==> config.mk <==
export PLATFORM = sky130hd
export DESIGN_NAME = adc_readout_seq
export DESIGN_NICKNAME = d
export VERILOG_FILES = /design/src/rtl/adc_seq_pkg.sv /design/src/rtl/adc_sync_bit.sv /design/src/rtl/adc_edge_det.sv /design/src/rtl/adc_shift_word.sv /design/src/rtl/adc_seq_fsm.sv /design/src/rtl/adc_readout_seq.sv
export SDC_FILE = /design/constraint.sdc
export NUM_CORES = 1
export LEC_CHECK = 0
export BUFFER_PORTS_ARGS = -buffer_cell sky130_fd_sc_hd__buf_4
export CAP_MARGIN = 25
export CORE_MARGIN = 1.5
export CORE_UTILIZATION = 33
export DETAILED_ROUTE_END_ITERATION = 16
export PLACE_DENSITY_LB_ADDON = 0.3
export SETUP_SLACK_MARGIN = 0.1
export SLEW_MARGIN = 20
export SYNTH_ARGS = -nofsm -noshare
export SYNTH_HDL_FRONTEND = slang
export SYNTH_HIERARCHICAL = 1
export SYNTH_SLANG_ARGS = --single-unit
==> constraint.sdc <==
create_clock -name clk -period 2.55 [get_ports clk]
set_input_delay 0.3825 -clock clk [delete_from_list [all_inputs] [get_ports clk]]
set_output_delay 0.3825 -clock clk [all_outputs]
set_load 0.02 [all_outputs]
==> src/rtl/adc_seq_pkg.sv <==
package adc_seq_pkg;

    typedef enum logic [1:0] {
        ST_CONV  = 2'd0,
        ST_SLEEP = 2'd1,
        ST_OUT   = 2'd2
    } seq_state_e;

    // End-of-conversion flag value loaded with a fresh result
    localparam logic EOC_READY = 1'b0;
    // Value driven on SDO while a conversion is running
    localparam logic EOC_BUSY  = 1'b1;

endpackage

==> src/rtl/adc_sync_bit.sv <==
module adc_sync_bit #(
    parameter int   STAGES    = 2,
    parameter logic RESET_VAL = 1'b0
) (
    input  logic clk,
    input  logic rst_n,
    input  logic din,
    output logic dout
);

    logic [STAGES-1:0] chain_d, chain_q;

    always_comb begin
        chain_d = {chain_q[STAGES-2:0], din};
    end

    always_ff @(posedge clk or negedge rst_n) begin
        if (!rst_n) chain_q <= {STAGES{RESET_VAL}};
        else        chain_q <= chain_d;
    end

    assign dout = chain_q[STAGES-1];

endmodule

==> src/rtl/adc_edge_det.sv <==
module adc_edge_det (
    input  logic clk,
    input  logic rst_n,
    input  logic level_i,
    output logic rise_o,
    output logic fall_o
);

    logic prev_d, prev_q;

    always_comb begin
        prev_d = level_i;
    end

    always_ff @(posedge clk or negedge rst_n) begin
        if (!rst_n) prev_q <= 1'b0;
        else        prev_q <= prev_d;
    end

    assign rise_o = level_i & ~prev_q;
    assign fall_o = ~level_i & prev_q;

endmodule

==> src/rtl/adc_shift_word.sv <==
module adc_shift_word #(
    parameter int WORD_W = 24
) (
    input  logic              clk,
    input  logic              rst_n,
    input  logic              load_i,
    input  logic [WORD_W-1:0] load_val_i,
    input  logic              shift_i,
    output logic [WORD_W-1:0] word_o
);

    logic [WORD_W-1:0] word_d, word_q;

    always_comb begin
        word_d = word_q;
        if (load_i)       word_d = load_val_i;
        else if (shift_i) word_d = {word_q[WORD_W-2:0], 1'b1};
    end

    always_ff @(posedge clk or negedge rst_n) begin
        if (!rst_n) word_q <= '1;
        else        word_q <= word_d;
    end

    assign word_o = word_q;

endmodule

==> src/rtl/adc_seq_fsm.sv <==
module adc_seq_fsm
    import adc_seq_pkg::*;
#(
    parameter int WORD_W = 24
) (
    input  logic       clk,
    input  logic       rst_n,
    input  logic       cs_high_i,
    input  logic       sck_rise_i,
    input  logic       sck_fall_i,
    input  logic       conv_done_i,
    output logic       load_o,
    output logic       shift_o,
    output logic       conv_start_o,
    output logic       low_power_o,
    output seq_state_e state_o
);

    localparam int CNT_W = $clog2(WORD_W + 1);
    localparam logic [CNT_W-1:0] LAST_BIT = CNT_W'(WORD_W - 1);

    typedef struct packed {
        seq_state_e       state;
        logic [CNT_W-1:0] cnt;
        logic             launched;
        logic             start;
    } fsm_regs_t;

    fsm_regs_t r_d, r_q;

    always_comb begin
        r_d     = r_q;
        r_d.start = 1'b0;
        load_o  = 1'b0;
        shift_o = 1'b0;
        unique case (r_q.state)
            ST_CONV: begin
                if (!r_q.launched) begin
                    r_d.start    = 1'b1;
                    r_d.launched = 1'b1;
                end else if (conv_done_i) begin
                    load_o      = 1'b1;
                    r_d.state   = ST_SLEEP;
                end
            end
            ST_SLEEP: begin
                if (!cs_high_i && sck_rise_i) begin
                    r_d.state = ST_OUT;
                    r_d.cnt   = '0;
                end
            end
            ST_OUT: begin
                if (cs_high_i) begin
                    r_d.state    = ST_CONV;
                    r_d.launched = 1'b0;
                end else if (sck_fall_i) begin
                    shift_o = 1'b1;
                    r_d.cnt = r_q.cnt + 1'b1;
                    if (r_q.cnt == LAST_BIT) begin
                        r_d.state    = ST_CONV;
                        r_d.launched = 1'b0;
                    end
                end
            end
            default: begin
                r_d.state    = ST_CONV;
                r_d.launched = 1'b0;
            end
        endcase
    end

    always_ff @(posedge clk or negedge rst_n) begin
        if (!rst_n) begin
            r_q.state    <= ST_CONV;
            r_q.cnt      <= '0;
            r_q.launched <= 1'b0;
            r_q.start    <= 1'b0;
        end else begin
            r_q <= r_d;
        end
    end

    assign conv_start_o = r_q.start;
    assign low_power_o  = (r_q.state == ST_SLEEP) && cs_high_i;
    assign state_o      = r_q.state;

endmodule

==> src/rtl/adc_readout_seq.sv <==
module adc_readout_seq
    import adc_seq_pkg::*;
#(
    parameter int DATA_W      = 20,
    parameter int STATUS_W    = 4,
    parameter int SYNC_STAGES = 2
) (
    input  logic              clk,
    input  logic              rst_n,
    input  logic              cs_n_i,
    input  logic              sck_i,
    output logic              sdo_o,
    output logic              sdo_oe_o,
    output logic              conv_start_o,
    input  logic              conv_done_i,
    input  logic [DATA_W-1:0] result_i,
    output logic              low_power_o
);

    localparam int WORD_W  = STATUS_W + DATA_W;
    localparam int N_SYNC  = 2;
    localparam int IDX_CS  = 0;
    localparam int IDX_SCK = 1;

    logic [N_SYNC-1:0] raw_vec, sync_vec;
    logic              cs_sync, sck_sync, sck_rise, sck_fall;
    logic              load_en, shift_en;
    logic [WORD_W-1:0] load_word, shift_word;
    seq_state_e        seq_state;

    assign raw_vec = {sck_i, cs_n_i};

    for (genvar g = 0; g < N_SYNC; g++) begin : g_sync
        adc_sync_bit #(
            .STAGES    (SYNC_STAGES),
            .RESET_VAL ((g == IDX_CS) ? 1'b1 : 1'b0)
        ) u_sync (
            .clk   (clk),
            .rst_n (rst_n),
            .din   (raw_vec[g]),
            .dout  (sync_vec[g])
        );
    end

    assign cs_sync  = sync_vec[IDX_CS];
    assign sck_sync = sync_vec[IDX_SCK];

    adc_edge_det u_edge (
        .clk     (clk),
        .rst_n   (rst_n),
        .level_i (sck_sync),
        .rise_o  (sck_rise),
        .fall_o  (sck_fall)
    );

    adc_seq_fsm #(.WORD_W(WORD_W)) u_fsm (
        .clk          (clk),
        .rst_n        (rst_n),
        .cs_high_i    (cs_sync),
        .sck_rise_i   (sck_rise),
        .sck_fall_i   (sck_fall),
        .conv_done_i  (conv_done_i),
        .load_o       (load_en),
        .shift_o      (shift_en),
        .conv_start_o (conv_start_o),
        .low_power_o  (low_power_o),
        .state_o      (seq_state)
    );

    assign load_word = {EOC_READY, {(STATUS_W-1){1'b0}}, result_i};

    adc_shift_word #(.WORD_W(WORD_W)) u_shift (
        .clk        (clk),
        .rst_n      (rst_n),
        .load_i     (load_en),
        .load_val_i (load_word),
        .shift_i    (shift_en),
        .word_o     (shift_word)
    );

    assign sdo_o    = (seq_state == ST_CONV) ? EOC_BUSY : shift_word[WORD_W-1];
    assign sdo_oe_o = ~cs_sync;

endmodule

After elaboration in Yosys (flattened, before gate mapping)
Cells that the tools add are included.
Widths: inputs -> output; s select.
Word-level totals
  bits in registers: 38
  bits of input ports: 25
  output and inout port bits: 4
Cells by class
  add/sub/neg operators: 1
  eq/ne operators: 10
  muxes and demuxes: 23
  bitwise logic cells: 6
  reductions and logical operators: 9
Operators with widths (count)
  $mux 24: 2
  $mux 1: 11
  $pmux 5 s2: 1
  $mux 2: 4
  $mux 8: 1
  $mux 7: 1
  $ne 2x2->1 const B: 3
  $pmux 2 s3: 1
  $add 5x1->5 const B: 1
  $eq 5x5->1 const B: 1
  $mux 5: 1
  $reduce_and 5->1: 1
  $ne 2x1->1 const B: 2
  $not 1->1: 4
  $reduce_and 4->1: 1
  $reduce_bool 2->1: 2
  $ne 3x2->1 const B: 1
  $ne 3x3->1 const B: 1
  $pmux 1 s3: 1
  $reduce_and 3->1: 1
  $and 1x1->1: 2
  $eq 2x1->1 const B: 1
  $eq 2x2->1 const B: 1
  $logic_and 1x1->1: 2
  other kinds (2): 2

Longest topological paths before layout
  depth after elaboration: 7
  depth in mapped cells: 7

Hierarchy
The synthesis kept the hierarchy.
Modules (own cells, without submodules)
  adc_shift_word: instances 1, cells an instance 104, area an instance 1151.1 um^2, seq. area each 630.6 um^2
  adc_seq_fsm: instances 1, cells an instance 47, area an instance 505.5 um^2, seq. area each 225.2 um^2
  adc_sync_bit at g_sync[0].u_sync: instances 1, cells an instance 2, area an instance 52.6 um^2, seq. area each 52.6 um^2
  adc_sync_bit at g_sync[1].u_sync: instances 1, cells an instance 2, area an instance 50.0 um^2, seq. area each 50.0 um^2
  adc_edge_det: instances 1, cells an instance 3, area an instance 40.0 um^2, seq. area each 25.0 um^2
  adc_readout_seq: instances 1, cells an instance 3, area an instance 15.0 um^2, seq. area each 0.0 um^2

Worst setup path before layout
OpenSTA, ideal clock, no wires.
  path type: flip-flop to flip-flop
  from: register g_sync[1].u_sync.chain_q[1]
  to: register u_shift.word_q[10], in the netlist u_shift/word_o[10]
  library setup time: 89 ps
  arrival time: 1357 ps
  required time: 2461 ps
  slack: 1104 ps
  stages on the path, launching flop included: 8
  path buffers: 2
  clock period less this slack: 1446 ps
  cells stage by stage: dfrtp_1 -> and2b_2 -> nand4bb_4 -> inv_1 -> buf_6 -> buf_12 -> mux2i_1 -> o21ai_1
On the way
  word-level cells in the longest chain between the ends: 6
Ends and longest elaborated chain
  from (decl): RTL line adc_sync_bit.sv:11  | logic [STAGES-1:0] chain_d, chain_q;
  from (signal assigned): RTL line adc_sync_bit.sv:18  | if (!rst_n) chain_q <= {STAGES{RESET_VAL}};
  from (signal assigned): RTL line adc_sync_bit.sv:19  | else chain_q <= chain_d;
  $not 1->1: RTL line adc_edge_det.sv:21  | assign fall_o = ~level_i & prev_q;
  $and 1x1->1: RTL line adc_edge_det.sv:21
  net sck_fall: RTL line adc_readout_seq.sv:26  | logic cs_sync, sck_sync, sck_rise, sck_fall;
  $mux 1: RTL line adc_seq_fsm.sv:56  | end else if (sck_fall_i) begin
  $mux 1: RTL line adc_seq_fsm.sv:53  | if (cs_high_i) begin
  $mux 1: RTL line adc_seq_fsm.sv:36  | unique case (r_q.state)
  net shift_en: RTL line adc_readout_seq.sv:27  | logic load_en, shift_en;
  $reduce_bool 2->1 (no source line)
  to (signal assigned): RTL line adc_shift_word.sv:22  | else word_q <= word_d;
  to (decl): RTL line adc_shift_word.sv:12  | logic [WORD_W-1:0] word_d, word_q;
The timed path passes the listed nets, and every way through them passes these cells.
A chain may end at the register's enable or synchronous reset.

Worst setup path after layout
  from: register u_fsm.r_q (netlist bit u_fsm/state_o[0])
  to: register u_shift.word_q[6], in the netlist u_shift/word_o[6]
On the way
  word-level cells in the longest chain between the ends: 3
  elaborated cells between the ends (all ways): 6
Ends and longest elaborated chain
  from (decl): RTL line adc_seq_fsm.sv:29  | fsm_regs_t r_d, r_q;
  from (signal assigned): RTL line adc_seq_fsm.sv:79  | r_q <= r_d;
  $eq 2x2->1: RTL line adc_seq_fsm.sv:36
  $mux 1: RTL line adc_seq_fsm.sv:36
  net shift_en: RTL line adc_readout_seq.sv:27
  $reduce_bool 2->1 (no source line)
The timed path passes the listed nets, and every way through them passes these cells.

==> impl_metrics.ini <==
[run_status]
status = complete, no violations

[clock_network]
cts_sinks = 38
clock_latency_ps = 290
root_buffer = clkbuf_8
cts_tree = yes
path_clk_slew_ps = 70
cts-hold-fix-buffers = 0
clk_path_buf_depth = 2
ctsResizeCount = 0
numCtsBuffers = 5
cts_setup_buffers = 0
cts-htree-levels = 2

[setup_path]
cp_max_fo = 16
arrival_ps = 2030
cpLargestDelayFamily = buffers and inverters
r2r-start = u_fsm/state_o[0]
critPathKind = flop to flop
end_kind = flop
path_buf_inv = 2
startpoint_type = flop
cp.required_ps = 2760
r2r_cells = 5
critical_path.startpoint = u_fsm/state_o[0]
critical-path-max-stage-delay_ps = 500
critPathSlowestCell = dfrtp_1
r2r_setup_slack_ps = 730
path_cells = nand4bb_4 -> inv_1 -> buf_12 -> mux2i_1 -> o21ai_1
worstReg2RegEnd = u_shift/word_o[6]

[final_layout]
multi_input_area_sq_um = 733
nets = 216
fill_cells = 517
area_delta_synth_final_pct = 18.9
diodes = 0
drive_above_1_share = 0.377
regArea_sq_um = 983

[synth]
synthFlopType = dfstp_2
yosysTopAreaCell = dfstp_2
synthCells = 161
synth_seq_area_share = 0.542
ys_types = 33
synthTopCellsByArea = dfstp_2 38%, dfrtp_1 17%, mux2i_1 13%
synth_area_sq_um = 1810
avgSynthCellArea_sq_um = 11.3
ys_ff_latch = 38
synth-edff-count = 0
netlist.area_leader.share = 0.377
ys_warn_count = 6
synth-async-reset-ratio = 1.00

[sta]
fmax_ghz = 0.550
fin_crit_sh = 0.713
tightest_slew_ps = 546
setup_viol_count_final = 0
final_max_slew_viol_count = 0
finalClockSkew_ps = 2.86
maxSlewHeadroom = 0.636
fin_crit_ps = 1820
rsz0062_at_grt = false
finalHoldViolations = 0
setup_tns_ps = 0

[global_routing]
grt_pass1_vias = 1185
grt_use_total = 0.117
grt_max_degree = 50
antenna_found_initial = 0
grt_pass1_wl_um = 5380
grt_overflow_total = 0

[die]
die_h_um = 77.1
core_area_sq_um = 5200
placementRows = 26
dieArea_sq_um = 5950
initial_core_util = 0.349
die_x_um = 77.1
io_pins = 29

[detailed_routing]
drt_wl_total_um = 3210
vias = 1212
dr.pass1.iters = 4
antenna_left = 0
vias_per_cell = 4.64
drt_iter0_markers = 108
wl_per_cell_um = 12.3
drc_errors = 0

[pwr]
power.total_w = 0.00205
p_leak_nw = 0.853
vdd_drop_max_uv = 303
power_density_nw_per_um2 = 951

[placement]
dp_hpwl_um = 2110
portBuffers = 28
gp_congestion = 0.727

[min_path]
hp-class = primary input to async pin

[run]
max_cap_violations = 0
[through the flow]
| stage | worst slack, ps | utilization | cell area [sq um] | instances | hold WS, ps |
|---|---|---|---|---|---|
| 2_1_floorplan | 1100 | - | 1830 | 164 | 86.9 |
| 3_3_place_gp | 732 | 0.394 | 2050 | 253 | 336 |
| 3_5_place_dp | 734 | 0.394 | 2050 | 253 | 339 |
| 4_1_cts | 724 | 0.414 | 2160 | 261 | 55.3 |
| 5_1_grt | 577 | 0.414 | 2160 | 261 | 73.2 |
| 6_report | 731 | 0.414 | 2160 | 261 | 44.7 |
[where the power goes]
part | internal [W] | leakage (nW) | switching [W]
Clock | 0.000248 | 0.0561 | 0.000214
Combinational | 0.000240 | 0.372 | 0.000264
Sequential | 0.000944 | 0.425 | 0.000141
Total | 0.00143 | 0.853 | 0.000620
[layer usage]
metal | vias up | track usage | part of all wire
met1 | 577 | 0.139 | 0.45
met2 | 24 | 0.184 | 0.48
met5 | - | 0 | 0
li1 | 605 | - | -
met4 | 0 | 0.0655 | 0.023
met3 | 6 | 0.0405 | 0.045
[synthesized netlist by cell type, types with 2 or more instances]
cell	instances
dfstp_2	26
nand2_1	25
mux2i_1	23
o21ai_1	19
dfrtp_1	12
o21ai_0	7
nor2_1	4
a21oi_1	3
buf_4	3
inv_1	3
nand2b_1	3
a22o_1	2
buf_12	2
buf_2	2
buf_6	2
clkbuf_1	2
mux2_2	2
nand3_1	2
nand3b_1	2
nor2b_1	2
nor3_1	2
or3_1	2
[area by class of cell]
cell class | instances | share of cell area
multi-input cells | 112 | 0.340
inverters | 3 | 0.00522
clock inverters | 2 | 0.00464
clock buffers | 6 | 0.0435
repair buffers | 30 | 0.110
flip-flops and latches | 38 | 0.456
well taps | 70 | 0.0406
[worst register-to-register path: stages (launching register included)]
cell	delay (ps)
dfrtp_1	500
nand4bb_4	270
inv_1	440
buf_12	240
mux2i_1	220
o21ai_1	80
[cells by family after synthesis]
kind of cell | count (synthesis) | synth area share
AOI/OAI and AO/OA | 35 | 0.108
adders and majority gates | 1 | 0.00690
buffers and inverters | 14 | 0.0628
DFF | 38 | 0.542
muxes | 25 | 0.139
other | 1 | 0.00207
and+or+nand+nor | 47 | 0.139
[sequential cells by signal (all words and copies together) (netlist names)]
register and flops:
u_shift/word_o 24, u_fsm/r_q 6, g_sync.u_sync/chain_q 4, u_fsm/state_o 2
u_edge/prev_q 1, u_fsm/conv_start_o 1
[layout by cell type (no fill, tap or decap), types with 3 or more instances in the layout]
master,count
dfstp_2,26
o21ai_0,7
buf_4,29
inv_1,3
clkbuf_8,5
nand2b_1,3
mux2i_1,23
nand2_1,25
dfrtp_1,12
nor2_1,4
o21ai_1,19
a21oi_1,3
conb_1,4
[how the worst max path moves through the flow]
stage / end / slack (ps) / cells past startpoint
final: u_shift/word_o[6] / 730 / 5
after global routing: u_shift/word_o[6] / 580 / 5
after CTS: u_shift/word_o[6] / 720 / 5
after detailed placement: u_shift/word_o[4] / 730 / 6
after global placement: u_shift/word_o[7] / 730 / 5
after floorplan: u_shift/word_o[10] / 1100 / 7
(Power assumes the default switching activity.)
